**src/rtl/bcd_adj_pkg.sv**
```systemverilog
package bcd_adj_pkg;
  // Flag byte, most significant field first; positions are decoded by neighbours.
  typedef struct packed {
    logic sign;
    logic zero;
    logic copy5;
    logic half;
    logic copy3;
    logic parity;
    logic subtr;
    logic carry;
  } flag_t;

  localparam int FLAG_W = $bits(flag_t);
  localparam int DIGIT_MAX = 9;
  localparam int STEP = 6;
endpackage

```
**src/rtl/bcd_low_fix.sv**
```systemverilog
module bcd_low_fix
  import bcd_adj_pkg::*;
#(
  parameter int DIGIT_W  = 4,
  parameter int KEEP_MAX = 5
) (
  input  logic [DIGIT_W-1:0] low_digit,
  input  logic               sub_mode,
  input  logic               half_in,
  output logic               low_fix,
  output logic               half_out
);
  logic digit_over;

  always_comb begin
    digit_over = (low_digit > DIGIT_W'(DIGIT_MAX));
    low_fix    = half_in | digit_over;
    if (sub_mode) begin
      half_out = half_in & (low_digit <= DIGIT_W'(KEEP_MAX));
    end else begin
      half_out = digit_over;
    end
  end
endmodule

```
**src/rtl/bcd_high_fix.sv**
```systemverilog
module bcd_high_fix
  import bcd_adj_pkg::*;
#(
  parameter int DIGIT_W = 4
) (
  input  logic [2*DIGIT_W-1:0] acc_in,
  input  logic                 sub_mode,
  input  logic                 carry_in,
  input  logic                 low_fix,
  output logic [2*DIGIT_W-1:0] acc_out,
  output logic                 carry_out
);
  localparam int W = 2 * DIGIT_W;
  localparam logic [W:0] LOW_STEP  = (W+1)'(STEP);
  localparam logic [W:0] HIGH_STEP = (W+1)'(STEP) << DIGIT_W;
  localparam logic [W-1:0] BCD_TOP = (W'(DIGIT_MAX) << DIGIT_W) | W'(DIGIT_MAX);

  logic [W:0] stage;
  logic [W:0] total;
  logic       high_fix;

  always_comb begin
    if (sub_mode) begin
      stage     = {1'b0, acc_in} - (low_fix ? LOW_STEP : '0);
      high_fix  = carry_in | (acc_in > BCD_TOP);
      total     = stage - (high_fix ? HIGH_STEP : '0);
      carry_out = carry_in | high_fix;
    end else begin
      stage     = {1'b0, acc_in} + (low_fix ? LOW_STEP : '0);
      high_fix  = carry_in | (stage[W:DIGIT_W] > (DIGIT_W+1)'(DIGIT_MAX));
      total     = stage + (high_fix ? HIGH_STEP : '0);
      carry_out = carry_in | total[W];
    end
    acc_out = total[W-1:0];
  end
endmodule

```
**src/rtl/bcd_flag_pack.sv**
```systemverilog
module bcd_flag_pack
  import bcd_adj_pkg::*;
#(
  parameter int W = 8
) (
  input  logic [W-1:0] result,
  input  logic         half,
  input  logic         subtr,
  input  logic         carry,
  output flag_t        flags
);
  always_comb begin
    flags.sign   = result[W-1];
    flags.zero   = (result == '0);
    flags.copy5  = result[5];
    flags.half   = half;
    flags.copy3  = result[3];
    flags.parity = ~^result;
    flags.subtr  = subtr;
    flags.carry  = carry;
  end
endmodule

```
**src/rtl/bcd_adjust_unit.sv**
```systemverilog
module bcd_adjust_unit
  import bcd_adj_pkg::*;
#(
  parameter int DIGIT_W = 4
) (
  input  logic [2*DIGIT_W-1:0] acc_in,
  input  logic [7:0]           flags_in,
  output logic [2*DIGIT_W-1:0] acc_out,
  output logic [7:0]           flags_out
);
  localparam int W = 2 * DIGIT_W;

  flag_t        fin;
  flag_t        fout;
  logic         low_fix;
  logic         half_new;
  logic         carry_new;
  logic [W-1:0] result;

  assign fin = flag_t'(flags_in);

  bcd_low_fix #(.DIGIT_W(DIGIT_W)) u_low (
    .low_digit (acc_in[DIGIT_W-1:0]),
    .sub_mode  (fin.subtr),
    .half_in   (fin.half),
    .low_fix   (low_fix),
    .half_out  (half_new)
  );

  bcd_high_fix #(.DIGIT_W(DIGIT_W)) u_high (
    .acc_in    (acc_in),
    .sub_mode  (fin.subtr),
    .carry_in  (fin.carry),
    .low_fix   (low_fix),
    .acc_out   (result),
    .carry_out (carry_new)
  );

  bcd_flag_pack #(.W(W)) u_flags (
    .result (result),
    .half   (half_new),
    .subtr  (fin.subtr),
    .carry  (carry_new),
    .flags  (fout)
  );

  assign acc_out   = result;
  assign flags_out = fout;

  always_comb begin

    carry_keep_chk: assert (!fin.carry || fout.carry)
      else $error("carry cleared by adjust");

    add_half_low_chk: assert (fin.subtr || !fout.half || (result[DIGIT_W-1:0] < DIGIT_W'(STEP)))
      else $error("add half-carry without low wrap");

    sub_half_hold_chk: assert (!fin.subtr || !fout.half || fin.half)
      else $error("subtract raised half-carry");

    sub_idle_chk: assert (!(fin.subtr && !fin.half && !fin.carry &&
                            acc_in[DIGIT_W-1:0] <= DIGIT_W'(DIGIT_MAX) &&
                            acc_in[W-1:DIGIT_W] <= DIGIT_W'(DIGIT_MAX)) || (result == acc_in))
      else $error("valid BCD altered by subtract adjust");

    add_idle_chk: assert (!(!fin.subtr && !fin.half && !fin.carry &&
                            acc_in[DIGIT_W-1:0] <= DIGIT_W'(DIGIT_MAX) &&
                            acc_in[W-1:DIGIT_W] <= DIGIT_W'(DIGIT_MAX)) || (result == acc_in))
      else $error("valid BCD altered by add adjust");

    zero_parity_chk: assert (!fout.zero || fout.parity)
      else $error("zero result with odd parity");
  end
endmodule

```
**config.mk**
```make
export PLATFORM = sky130hd
export DESIGN_NAME = bcd_adjust_unit
export DESIGN_NICKNAME = d
export VERILOG_FILES = /design/src/rtl/bcd_adj_pkg.sv /design/src/rtl/bcd_low_fix.sv /design/src/rtl/bcd_high_fix.sv /design/src/rtl/bcd_flag_pack.sv /design/src/rtl/bcd_adjust_unit.sv
export SDC_FILE = /design/constraint.sdc
export NUM_CORES = 1
export LEC_CHECK = 0
export ABC_CLOCK_PERIOD_IN_PS = 10900
export BUFFER_PORTS_ARGS = -buffer_cell sky130_fd_sc_hd__buf_2
export CORE_AREA = 5 5 63 65
export DETAILED_ROUTE_END_ITERATION = 10
export DIE_AREA = 0 0 68 70
export RECOVER_POWER = 50
export SLEW_MARGIN = 20
export SYNTH_ARGS = -nofsm -noshare
export SYNTH_HDL_FRONTEND = slang
export SYNTH_HIERARCHICAL = 1
export SYNTH_SLANG_ARGS = --single-unit
export TNS_END_PERCENT = 50
```
**constraint.sdc**
```tcl
create_clock -name vclk -period 10.9
set_input_delay 2.18 -clock vclk [all_inputs]
set_output_delay 2.18 -clock vclk [all_outputs]
set_load 0.1 [all_outputs]
```
==> results of run 1 <==
[worst max-delay path, stage by stage]
cell,delay [ns]
buf_2,0.19
o21ai_0,0.11
nand2b_1,0.21
ha_1,0.21
inv_1,0.06
fa_1,0.45
nor2b_1,0.28
nand2_1,0.15
a21oi_1,0.20
a21o_1,0.16
ha_1,0.16
inv_1,0.05
fa_1,0.37
and4_1,0.19
nor3_1,0.21
nor3_2,0.08
xnor2_1,0.21
inv_1,0.08
ha_1,0.29
xnor2_1,0.18
xnor2_1,0.14
buf_2,0.44
[through the flow]
| step | power [mW] | setup slack [ns] | hold slack (ns) |
|---|---|---|---|
| floorplan | 0.160 | 0.219 | 4.57 |
| global route | 0.192 | 1.77 | 5.05 |
| global placement | 0.181 | 2.18 | 4.90 |
| finish | 0.179 | 2.10 | 5.00 |
| CTS | 0.182 | 2.09 | 4.90 |
| detailed placement | 0.181 | 2.10 | 4.90 |
[cell usage in the layout (no fill, tap or decap), drive strengths merged, types with 2 or more instances in the layout]
| cell | instances |
|---|---|
| buf | 19 |
| nor2 | 15 |
| o21ai | 4 |
| ha | 19 |
| nand2b | 4 |
| clkbuf | 8 |
| and4 | 2 |
| a211oi | 2 |
| nor2b | 3 |
| inv | 24 |
| xnor2 | 13 |
| fa | 2 |
| a21oi | 11 |
| nor3 | 3 |
| and3 | 2 |
| nand2 | 7 |
[Yosys cell counts (all sizes together) (3+ instances only)]
| library cell | count | area [um2] |
|---|---|---|
| nand2b | 4 | 25.0 |
| nand2 | 7 | 26.3 |
| nor2 | 15 | 58.8 |
| a21oi | 11 | 55.1 |
| xnor2 | 13 | 114 |
| ha | 19 | 238 |
| nor3 | 3 | 20.0 |
| o21ai | 4 | 23.8 |
| nor2b | 3 | 18.8 |
| inv | 24 | 90.1 |
| buf | 6 | 45.0 |
[worst paths after layout]
check / from / end / slack, ns / cells past startpoint
min: flags_in[0] / flags_out[0] / 5.00 / 4
max: acc_in[3] / flags_out[2] / 2.10 / 22
[report_power, final]
| part | leakage (nW) | internal [mW] | switching (mW) |
|---|---|---|---|
| registers | 0 | 0 | 0 |
| logic | 0.551 | 0.0366 | 0.142 |
| clock network | 0 | 0 | 0 |
| total | 0.551 | 0.0366 | 0.142 |
[layer usage]
metal,vias to the layer above,global-route usage,share of wire
li1,482,-,-
met1,390,0.126,0.49
met2,17,0.176,0.47
met3,0,0.00160,0.042
met4,0,0,0
met5,-,0,0
[final cells by class]
| type | count | area (um2) | share of cell area |
|---|---|---|---|
| Multi-Input combinational cell | 103 | 815 | 0.749 |
| Timing Repair Buffer | 27 | 125 | 0.115 |
| Inverter | 24 | 90.1 | 0.0829 |
| Tap cell | 46 | 57.6 | 0.0529 |
[kinds of logic (layout without fill, tap and decap cells)]
| group | after synthesis | in the layout |
|---|---|---|
| mux | 2 | 2 |
| simple gates | 41 | 41 |
| fa+ha+maj | 21 | 21 |
| xor+xnor | 14 | 14 |
| compound gates | 25 | 25 |
| buf+inv | 31 | 51 |
==> flow_summary.toml, run 1 <==
[clocking]
post_cts.repair.setup_buffers = 0
cts_hold_buf = 0
cts_resized = 0

[power]
cellPowerDensity_nw_per_um2 = 165
ir_drop_mv = 0.145
power_leakage_nw = 0.551

[layout]
n_clock_buffer = 0
area_growth_syn_to_layout_pct = 14.0
drive_gt1_frac = 0.182
nNetsFinal = 193
seq_area_um2 = 0
num-fill-cells = 384
design.seq.count = 0
n_antenna_cell = 0
fin_area_um2 = 1090
layout.cells.non_filler = 200
final_util = 0.331

[timing]
period_needed_ns = 8.80
maxSlewViolCount = 0
fin_crit_sh = 0.807
slew_headroom = 0.225
max_freq_ghz = 0.114
setup_violations = 0
final.setup.tns_ns = 0
hold_viol = 0
rsz0062_at_grt = "false"
tightestPinTransition_ns = 1.17

[floorplanning]
floorplan.initialDensity = 0.290
core_area_um2 = 3280
rows = 21
dieWidth_um = 68
die_h_um = 70
die_area_um2 = 4760
ioPinCount = 32

[setup_path]
critPathMaxFanout = 9
cp-end-kind = "output port"
cp-start-kind = "primary input"
crit_arrival_ns = 6.62
crit_required_ns = 8.72
critPathKind = "primary input to output port"

[logic_synthesis]
synth_nets = 171
synthSimpleGateAreaFrac = 0.227
postSynthAreaPerCell_um2 = 7.12
synth_cell_types = 36
synth_warnings = 6
synth-compound-area-share = 0.185
synthAdderAreaFrac = 0.291
syn_inst = 134
muxShareOfSynthArea = 0.0223
syn_area_um2 = 953
synth_xor_area_frac = 0.129
synth_top_family_by_area = "adder cells"
ys_seq_area_frac = 0

[route]
final_antenna_net_count = 0
wl_um = 2160
dr.first_iter.drc_count = 48
drc = 0
via_per_inst = 4.45
vias = 889
avgRoutedWirePerCell_um = 10.8
firstDrtPassIters = 4

[worst_hold_path]
hold_path.class = "primary input to output port"

[flow_run]
max_cap_violations = 0

[place]
hpwl_um = 1850
place_area_um2 = 1100
gp_congestion = 0.751
io_buffers = 27
dp.cells = 200

[global_routing]
antenna_found_initial = 0
grt_pass1_vias = 861
grtUsageTotal = 0.0947
grt_max_degree = 19
overflow = 0
grt_pass1_wl_um = 3780

[outcome]
outcome = "finished, final reports clean"
Power figures use the tool's default switching activity.
==> inputs of run 2 (changes only) <==
Settings changed: ABC_AREA from default to 1, ABC_CLOCK_PERIOD_IN_PS 10900 to 8490, CORE_AREA 5 5 63 65 to 5 5 65 67, DIE_AREA 0 0 68 70 to 0 0 70 72.
Clock period 10.9 ns to 8.49 ns, I/O delays scaled along.
==> run 2 against run 1 <==
  * First-iteration DRC count down 31%
  * Critical endpoint unchanged
  * Largest cell class unchanged
  * Via count increased by 21%
  * Synthesized cell count up 36%
  * Synthesized area rose by 7.1%
  * Hold slack worse by 1.0 ns
  * Critical path type unchanged
  * Total power up 9.7%
  * Die area rose by 5.9%
  * Critical path depth rose by 4
  * Non-clock buffer count is the same
  * Final cell count increased by 25%
  * Utilization shrank 0.66 points
==> flow_summary.toml, run 2 <==
[setup_path]
critPathKind = "primary input to output port"
critPathMaxFanout = 7
path_buf_inv = 9
worst_path_most_repeated_cell = "nand2_1"
crit_family = "adder cells"
crit_required_ns = 6.79
cp-end-kind = "output port"
worst_path_max_delay_cell = "fa_1"
cp-start-kind = "primary input"
crit_arrival_ns = 5.74
worst_path_largest_cell_delay_ns = 0.44

[layout]
design.seq.count = 0
n_clock_buffer = 0
n_antenna_cell = 0
num-fill-cells = 424
layout_commonest_cell = "nand2_1"
area_growth_syn_to_layout_pct = 13.7
nNetsFinal = 241
layout.cells.non_filler = 250
final_cell_mix = "nand2_1 (54), inv_1 (40), buf_2 (19), ha_1 (19), nand3_1 (14)"
seq_area_um2 = 0
fin_area_um2 = 1160
drive_gt1_frac = 0.153

[global_routing]
grt_max_degree = 12
overflow = 0
antenna_found_initial = 0
grt_pass1_wl_um = 4060
grtUsageTotal = 0.0906
grt_pass1_vias = 984

[route]
avgRoutedWirePerCell_um = 9.43
vias = 1075
wl_um = 2360
dr.first_iter.drc_count = 33
via_per_inst = 4.30
firstDrtPassIters = 4
final_antenna_net_count = 0
drc = 0

[logic_synthesis]
synth_commonest_cells = "nand2_1 (54), inv_1 (40), ha_1 (19)"
yosysMostFrequentCell = "nand2_1"
syn_area_um2 = 1020
synth_top_area_frac = 0.233
postSynthAreaPerCell_um2 = 5.61
ys_seq_area_frac = 0
synth_nets = 219
synth_area_leaders = "ha_1 (23%), nand2_1 (20%), inv_1 (15%), nand3_1 (6.9%), o21ai_0 (4.4%)"
synth_cell_types = 25
syn_inst = 182
synth_top_cell_by_area = "ha_1"
synth_warnings = 6

[timing]
hold_viol = 0
rsz0062_at_grt = "false"
tightestPinTransition_ns = 1.17
maxSlewViolCount = 0
setup_violations = 0
period_needed_ns = 7.44
setup_ws_ns = 1.05
fin_crit_sh = 0.876
max_freq_ghz = 0.134
final.setup.tns_ns = 0
slew_headroom = 0.221

[floorplanning]
floorplan.initialDensity = 0.285
die_h_um = 72
die_area_um2 = 5040
dieWidth_um = 70
core_area_um2 = 3580
ioPinCount = 32
rows = 22

[power]
cellPowerDensity_nw_per_um2 = 169
power_leakage_nw = 0.715
ir_drop_mv = 0.0953

[clocking]
post_cts.repair.setup_buffers = 0
cts_resized = 0
cts_hold_buf = 0

[place]
dp.cells = 250
place_area_um2 = 1170
place_ws_ns = 1.08
gp_congestion = 0.803
io_buffers = 27
hpwl_um = 2100

[worst_hold_path]
hold_path.class = "primary input to output port"

[flow_run]
max_cap_violations = 0

[outcome]
outcome = "finished, final reports clean"
run 2: cell types whose count changed in the layout (fill, tap and decap cells not counted), moves of 6 or more:
cell	delta
nand2_1	+47
inv_1	+16
nand3_1	+13
xnor2_1	-12
a21oi_1	-8
o21ai_0	+6
run 2: worst paths after layout:
kind	endpoint	from	depth (start not counted)
hold / removal	flags_out[5]	flags_in[1]	4
setup / recovery	flags_out[2]	acc_in[1]	26
run 2: kinds of logic after synthesis:
group | after synthesis | synth area share
xor+xnor | 4 | 0.0343
fa+ha+maj | 21 | 0.272
buf+inv | 48 | 0.199
simple gates | 90 | 0.382
mux | 1 | 0.00980
compound gates | 18 | 0.103
run 2: layout make-up:
type                            count  area [um2]  share of cell area
Inverter                           41         154               0.133
Timing Repair Buffer               27         125               0.108
Tap cell                           48        60.1              0.0517
Multi-Input combinational cell    134         822               0.708
run 2: power by group:
group,internal [mW],switching [mW]
sequential,0,0
clock,0,0
combinational,0.0398,0.157
run 2: per-layer routing:
metal  track usage  up-vias  part of all wire
met4       0.00851        0            0.0089
met2         0.172       21              0.46
met3       0.00554        2             0.048
met5             0        -                 0
met1         0.117      457              0.48
li1              -      595                 -
run 2: stage by stage:
stage / power [mW] / hold slack, ns / utilization
2_1_floorplan: 0.173 / 3.61 / -
5_1_grt: 0.214 / 4.05 / 0.324
6_report: 0.196 / 4.00 / 0.324
3_3_place_gp: 0.198 / 3.88 / 0.327
4_1_cts: 0.199 / 3.87 / 0.327
3_5_place_dp: 0.199 / 3.87 / 0.327
